`src/rtl/scan_irq_pkg.sv`:
```
package scan_irq_pkg;

  // Register layout of the two targets
  localparam int unsigned TGT_W   = 10;
  localparam int unsigned NUM_TGT = 2;

  // Bit position of each target inside the register (target 1 high half)
  function automatic int unsigned tgt_lsb(input int unsigned idx);
    return (idx == 0) ? 16 : 0;
  endfunction

  function automatic logic [31:0] field_ones();
    return (32'd1 << TGT_W) - 32'd1;
  endfunction

  localparam logic [31:0] VPOS_MASK = (field_ones() << tgt_lsb(0)) | (field_ones() << tgt_lsb(1));

  // How a channel turns its target into a line number
  typedef enum logic {
    PM_FIXED = 1'b0,   // line = 2*target
    PM_FIELD = 1'b1    // line = 2*target + field parity
  } parity_mode_e;

endpackage

```
`src/rtl/scan_irq_vposreg.sv`:
```
module scan_irq_vposreg
  import scan_irq_pkg::*;
#(
  parameter int unsigned DATA_W = 32
) (
  input  logic                            clk,
  input  logic                            rst_n,
  input  logic                            cfg_we,
  input  logic [DATA_W-1:0]               cfg_wdata,
  output logic [DATA_W-1:0]               reg_q,
  output logic [NUM_TGT-1:0][TGT_W-1:0]   tgt
);

  localparam logic [DATA_W-1:0] KEEP = DATA_W'(VPOS_MASK);

  function automatic logic [DATA_W-1:0] keep_fields(input logic [DATA_W-1:0] v);
    return v & KEEP;
  endfunction

  always_ff @(posedge clk or negedge rst_n) begin
    if (!rst_n)      reg_q <= '0;
    else if (cfg_we) reg_q <= keep_fields(cfg_wdata);
  end

  for (genvar gi = 0; gi < NUM_TGT; gi++) begin : g_field
    assign tgt[gi] = reg_q[tgt_lsb(gi) +: TGT_W];
  end

endmodule

```
`src/rtl/scan_irq_linestart.sv`:
```
module scan_irq_linestart #(
  parameter int unsigned DOT_W = 10
) (
  input  logic             clk,
  input  logic             rst_n,
  input  logic [DOT_W-1:0] dot,
  output logic             line_start
);

  logic [DOT_W-1:0] dot_q;

  // Reset value is non-zero so the first zero dot after reset counts
  always_ff @(posedge clk or negedge rst_n) begin
    if (!rst_n) dot_q <= '1;
    else        dot_q <= dot;
  end

  assign line_start = (dot == '0) && (dot_q != '0);

endmodule

```
`src/rtl/scan_irq_chan.sv`:
```
module scan_irq_chan
  import scan_irq_pkg::*;
#(
  parameter int unsigned  LINE_W = 10,
  parameter int unsigned  T_W    = 10,
  parameter parity_mode_e MODE   = PM_FIELD
) (
  input  logic              clk,
  input  logic              rst_n,
  input  logic              line_start,
  input  logic [LINE_W-1:0] line,
  input  logic              field_odd,
  input  logic [LINE_W-1:0] tot_m1,
  input  logic [T_W-1:0]    target,
  output logic              hit,
  output logic              irq_q
);

  localparam int unsigned RES_W  = LINE_W + 1;
  localparam logic        PAR_EN = (MODE == PM_FIELD);

  // Target N maps to line 2N (+1 in an odd field when parity is used)
  function automatic logic [RES_W-1:0] resolve(input logic [T_W-1:0] t, input logic f);
    return RES_W'({t, f & PAR_EN});
  endfunction

  // A resolved line exists only if it is within the field
  function automatic logic live(input logic [RES_W-1:0] r, input logic [LINE_W-1:0] m1);
    return r <= RES_W'(m1);
  endfunction

  logic [RES_W-1:0] res_line;
  logic             res_live;

  assign res_line = resolve(target, field_odd);
  assign res_live = live(res_line, tot_m1);
  assign hit      = line_start && res_live && (RES_W'(line) == res_line);

  always_ff @(posedge clk or negedge rst_n) begin
    if (!rst_n) irq_q <= 1'b0;
    else        irq_q <= hit;
  end

endmodule

```
`src/rtl/scan_irq_gen.sv`:
```
module scan_irq_gen
  import scan_irq_pkg::*;
#(
  parameter int unsigned LINE_W = 10,
  parameter int unsigned DOT_W  = 10,
  parameter int unsigned DATA_W = 32
) (
  input  logic              clk,
  input  logic              rst_n,
  input  logic              cfg_we,
  input  logic [DATA_W-1:0] cfg_wdata,
  output logic [DATA_W-1:0] cfg_rdata,
  input  logic [LINE_W-1:0] tot_lines_m1,
  input  logic [LINE_W-1:0] ras_line,
  input  logic [DOT_W-1:0]  ras_dot,
  input  logic              ras_field_odd,
  output logic              irq_scan1,
  output logic              irq_scan2,
  output logic              irq_retrace
);

  logic [NUM_TGT-1:0][TGT_W-1:0] tgt;
  logic [NUM_TGT-1:0]            scan_hit;
  logic [NUM_TGT-1:0]            scan_irq;
  logic                          line_start;
  logic                          retrace_hit;

  scan_irq_vposreg #(.DATA_W(DATA_W)) u_reg (
    .clk       (clk),
    .rst_n     (rst_n),
    .cfg_we    (cfg_we),
    .cfg_wdata (cfg_wdata),
    .reg_q     (cfg_rdata),
    .tgt       (tgt)
  );

  scan_irq_linestart #(.DOT_W(DOT_W)) u_ls (
    .clk        (clk),
    .rst_n      (rst_n),
    .dot        (ras_dot),
    .line_start (line_start)
  );

  for (genvar gi = 0; gi < NUM_TGT; gi++) begin : g_scan
    scan_irq_chan #(.LINE_W(LINE_W), .T_W(TGT_W), .MODE(PM_FIELD)) u_chan (
      .clk        (clk),
      .rst_n      (rst_n),
      .line_start (line_start),
      .line       (ras_line),
      .field_odd  (ras_field_odd),
      .tot_m1     (tot_lines_m1),
      .target     (tgt[gi]),
      .hit        (scan_hit[gi]),
      .irq_q      (scan_irq[gi])
    );
  end

  // Retrace: fixed target 0 without parity offset, i.e. line 0 of every field
  scan_irq_chan #(.LINE_W(LINE_W), .T_W(1), .MODE(PM_FIXED)) u_retrace (
    .clk        (clk),
    .rst_n      (rst_n),
    .line_start (line_start),
    .line       (ras_line),
    .field_odd  (ras_field_odd),
    .tot_m1     (tot_lines_m1),
    .target     (1'b0),
    .hit        (retrace_hit),
    .irq_q      (irq_retrace)
  );

  assign irq_scan1 = scan_irq[0];
  assign irq_scan2 = scan_irq[1];

endmodule

```
`config.mk`:
```
export PLATFORM = sky130hd
export DESIGN_NAME = scan_irq_gen
export DESIGN_NICKNAME = d
export VERILOG_FILES = /design/src/rtl/scan_irq_pkg.sv /design/src/rtl/scan_irq_vposreg.sv /design/src/rtl/scan_irq_linestart.sv /design/src/rtl/scan_irq_chan.sv /design/src/rtl/scan_irq_gen.sv
export SDC_FILE = /design/constraint.sdc
export NUM_CORES = 1
export LEC_CHECK = 0
export BUFFER_PORTS_ARGS = -buffer_cell sky130_fd_sc_hd__buf_2
export CAP_MARGIN = 40
export CORE_MARGIN = 2
export CORE_UTILIZATION = 48
export CTS_CLUSTER_DIAMETER = 80
export DETAILED_ROUTE_END_ITERATION = 7
export GPL_TIMING_DRIVEN = 0
export PLACE_DENSITY = 0.85
export SLEW_MARGIN = 20
export SYNTH_ARGS = -nofsm -noshare
export SYNTH_HDL_FRONTEND = slang
export SYNTH_SLANG_ARGS = --single-unit
```
`constraint.sdc`:
```
create_clock -name clk -period 3.9 [get_ports clk]
set_input_delay 0.78 -clock clk [delete_from_list [all_inputs] [get_ports clk]]
set_output_delay 0.78 -clock clk [all_outputs]
set_load 0.01 [all_outputs]
```
# ---- After elaboration in Yosys (flattened, before gate mapping)
# Index checks and enable logic that the tools add are counted.
dict set report word_totals {
  output_inout_bits 35
  input_bits 66
  ff_bits 33
  wordCells 20
}
dict set report classes {
  n_eq_ne 2
  reduce_logical 10
  order_cmp 3
}
# cell n
set op_table {}
lappend op_table {{$eq 10x11->1} 2}
lappend op_table {{$le 11x10->1} 2}
lappend op_table {{$logic_not 11->1} 1}
lappend op_table {{$le 1x10->1 const A} 1}
lappend op_table {{$logic_not 10->1} 1}
lappend op_table {{$reduce_bool 10->1} 1}
lappend op_table {{$logic_and 1x1->1} 7}

# ---- Longest topological paths before layout
dict set report depth {
  word_depth 4
  depth_mapped 7
  ltp_nobuf 7
}

# ---- Cells and area by module
# From an unflattened synthesis, not the netlist that was laid out.
dict set report hier_totals {
  hier_cells 209
  hier_area_um2 2334.7
}
# module instances area_per_inst_um2 seq_area_each_um2 cells_per_inst
set modules_own_cells {}
lappend modules_own_cells {scan_irq_vposreg 1 1067.3 500.5 75}
lappend modules_own_cells {{scan_irq_chan at g_scan[0].u_chan ...} 2 412.9 25.0 51}
lappend modules_own_cells {scan_irq_linestart 1 319.1 262.8 18}
lappend modules_own_cells {{scan_irq_chan at u_retrace} 1 118.9 25.0 13}
lappend modules_own_cells {scan_irq_gen 1 3.8 0.0 1}

# ---- Least setup slack after synthesis
# OpenSTA, ideal clock, no wires.
dict set report synth_timing {
  path_kind {input -> register}
  startpoint {input tot_lines_m1[8]}
  endpoint {register g_scan[0].u_chan.irq_q}
  cell_stages 6
  setup_slack_ns 1.952
  arrival_time_ns 1.854
  required_time_ns 3.806
  path_buffers 0
  setup_ns 0.094
  path_cell_list {inv_1 > ha_1 > a21o_1 > a211oi_1 > o2111ai_1 > a211oi_1}
}
dict set report synth_via {
  elab_chain_cells 3
}
# element line_no
set synth_lines {}
lappend synth_lines {{start, declared} scan_irq_gen.sv:13} ;# input logic [LINE_W-1:0] tot_lines_m1,
lappend synth_lines {{$le 11x10->1} scan_irq_chan.sv:29} ;# return r <= RES_W'(m1);
lappend synth_lines {{$logic_and 1x1->1 (2 in series)} scan_irq_chan.sv:37} ;# assign hit = line_start && res_live && (RES_W'(line) == res_line);
lappend synth_lines {{via g_scan[0].u_chan.hit} scan_irq_chan.sv:15} ;# output logic hit,
lappend synth_lines {{end signal, assigned} scan_irq_chan.sv:41} ;# else irq_q <= hit;
lappend synth_lines {{end, declared} scan_irq_chan.sv:16} ;# output logic irq_q
# The timed path passes the listed nets, and every way through them passes these cells.
# A chain may end at the register's enable or synchronous reset.

# ---- Final worst setup path
dict set report layout_timing {
  startpoint {input tot_lines_m1[8]}
  endpoint {register g_scan[1].u_chan.irq_q}
}
dict set report layout_via {
  elab_chain_cells 3
}
# element line_no
set layout_lines {}
lappend layout_lines {{$le 11x10->1} scan_irq_chan.sv:29}
lappend layout_lines {{$logic_and 1x1->1 (2 in series)} scan_irq_chan.sv:37}
lappend layout_lines {{via g_scan[1].u_chan.hit} scan_irq_chan.sv:15}
lappend layout_lines {{end signal, assigned} scan_irq_chan.sv:41}
lappend layout_lines {{end, declared} scan_irq_chan.sv:16}
# The timed path passes the listed nets, and every way through them passes these cells.

==> results.cfg <==
[worst_setup_path]
rr_worst_depth = 5
critical_path.most_common_cell = a211oi_1
cp_cell_sequence = buf_2 -> inv_1 -> ha_1 -> a21o_1 -> a211oi_1 -> o2111ai_1 -> a211oi_1
timing.critical_path.slowest_cell_delay_ps = 340
worst-setup-path-type = input pin to flip-flop
worst_setup_path_start_kind = input pin
crit_arrival_ps = 2130
worstSetupStartpoint = tot_lines_m1[8]
worstPathRequired_ps = 4080
master_of_the_slowest_instance_on_the_critical_path = a211oi_1
crit_fanout = 2
setup.worst_path.end_class = flip-flop
r2r_start = u_reg.reg_q[7]

[grt]
grt_start_max_net_pins = 34
grt_pass1_vias = 1495
antenna_found_initial = 0
grt_use_total_pct = 20.47
globalRoute.totalOverflow = 0
grt_first_pass_wirelength_mm = 6.693

[power_and_ir_drop]
p_per_area_nw_per_um2 = 348.6
worst_ir_drop_vdd_uv = 273.3
static-leakage-power_uw = 0.001247
power.total_uw = 861.8

[sta]
max_slew_margin_pct = 53.09
finalHoldViolCount = 0
final-setup-viol-count = 0
fmaxAchievable_ghz = 0.5122
setup_repair_after_global_routing_missed_its_margin = false
totalNegativeSetupSlack_ps = 0
post-route-min-period_ps = 1953
finalCritPeriodShare_pct = 50.06
finalClockSkew_ps = 4.995
tightest_slew_ps = 703.7
final-max-slew-violation-count = 0

[cells_and_area]
multi_input_comb_area_um2 = 969.7
post_route_cells_drive_above_1_share_pct = 47.67
filler_cell_count = 327
area.sequential_um2 = 838.3
final_area_um2 = 2472
area_grow_syn2layout_pct = 29.74
number_of_nets_at_the_end_of_the_flow = 342
n_antenna_cell = 0
stdcell_count = 306
utilization_pct = 66.04

[logic_synthesis]
yosys-top-cells-area = dfrtp_1 30%, dfstp_2 14%, ha_1 12%
netlist_instances = 164
synth_top_area_share_pct = 30.20
yosys.cell_count.top_type = dfrtp_1
ys_async_sr_fraction_pct = 100.0
netlist_area_um2 = 1906
ys_seq_elements = 33
ys_warns = 0
yosys-top-cells-count = 23 x dfrtp_1, 20 x mux2_2, 19 x ha_1, 17 x xnor2_1, 12 x buf_4
synth-edff-count = 0
post_synth.cell_area_avg_um2 = 11.62
yosysSeqAreaShare_pct = 43.99
synth_cell_types = 24
synth_ff_type = dfrtp_1
synth.largest_area_cell = dfrtp_1

[clock_network]
cts.repair_timing.setup_buffer_count = 0
cts_root_buffer = clkbuf_8
clock_insertion_delay_worst_skew_ps = 280
post_cts_resized = 0
clock_tree.buffer_depth = 2
clk_transition_reported_paths_ps = 60
post_cts_hold_buffer_count = 0
cts.sinks = 33
cts_tree = done
cts_htree_levels = 2
numCtsBuffers = 5

[route]
drt-vias-per-instance = 4.954
avg_wl_per_cell_um = 13.73
wl_mm = 4.201
post-route-drc-count = 0
dr.pass1.iters = 4
drtAntennaViolNets = 0
drt_iter0_markers = 25
dr_total_vias = 1516

[placement]
numPortBuffers = 75
placed_cell_area_um2 = 2382
place.detailed.hpwl_mm = 3.541
dp.cells = 298
globalplace.congestion = 0.9163

[floorplanning]
floorplan.rows = 22
ios = 101
core-area_um2 = 3744
die_height_um = 67.01
initial_utilization_pct = 50.90
die_x_um = 67.01
fp.dieArea_um2 = 4490

[outcome]
outcome = finished, final reports clean

[run]
cap_viol_max_count = 0

[worst_hold_path]
class_of_the_most_critical_hold_timing_path = input pin to asynchronous set/reset pin
## report_power, final
group | total, µW | switching, µW | internal [µW]
logic | 203 | 95.8 | 107
clock network | 256 | 113 | 144
registers | 403 | 29.8 | 373
## sequential cells by signal (all words and copies together) (netlist names)
name	count
g_scan.u_chan.irq_q	2
u_reg.reg_q	20
u_ls.dot_q	10
u_retrace.irq_q	1
## final cells by class
cell class,instances,area share (%)
multi-input combinational,117,39.22
clock buffer,8,3.644
timing repair buffer,75,15.18
buffer,14,3.947
sequential,33,33.91
tap,48,2.429
inverter,11,1.670
## critical path, delay by kind of cell
family,cells,cell delay [ps]
fa+ha+maj,1,290
buf+inv,2,130
compound gates,4,930
## cells in the final DEF, fill, tap and decap left out
master | synthesis | routed
o2111ai_1 | 2 | 2
dfrtp_1 | 23 | 23
buf_4 | 12 | 12
a211oi_1 | 4 | 4
nor3_1 | 3 | 3
clkbuf_1 | 2 | 4
a21o_1 | 6 | 6
xor2_1 | 2 | 2
nor2_1 | 2 | 2
mux2_2 | 20 | 20
nor4_1 | 5 | 5
nand3_1 | 5 | 5
inv_1 | 11 | 11
nand4b_1 | 2 | 2
a31oi_1 | 1 | 1
ha_1 | 19 | 19
xnor2_1 | 17 | 17
buf_2 | 0 | 75
clkbuf_8 | 0 | 6
a21oi_1 | 6 | 6
and3_1 | 1 | 1
or4_1 | 3 | 3
nand2_1 | 1 | 1
nand4_1 | 6 | 6
dfstp_2 | 10 | 10
conb_1 | 1 | 12
## metal layers
layer,wire [µm],global-route usage (%),vias up,part of all wire (%)
met5,0,0,-,0
met4,93,7.908,0,2.2
met3,272,4.899,9,6.5
met2,2047,34.16,59,49
met1,1788,25.35,691,43
li1,-,-,757,-
## logic make-up (layout without fill, tap and decap cells)
logic type      Yosys count  count (layout)  synth area share, %
xor+xnor                 19              19                8.733
other cells               1              12               0.1968
flops                    33              33                43.99
compound gates           19              19                6.763
buf+inv                  25             108                7.289
mux                      20              20                11.82
simple gates             28              28                8.733
fa+ha+maj                19              19                12.48
## final timing paths
check / to / slack (ps)
min reg2reg: u_reg.reg_q[22] / 590
max reg2reg: g_scan[1].u_chan.irq_q / 2120
max in group asynchronous: g_scan[0].u_chan.irq_q / 2900
min: u_reg.reg_q[4] / 550
min in group clk: u_reg.reg_q[22] / 590
max: g_scan[1].u_chan.irq_q / 1950
## through the flow
stage,hold slack (ps),setup slack [ps]
6_report,546.0,1948
5_1_grt,587.4,1829
4_1_cts,557.1,1953
3_5_place_dp,581.0,1655
3_3_place_gp,567.8,1647
2_1_floorplan,484.4,1952
Power figures use the tool's default switching activity.
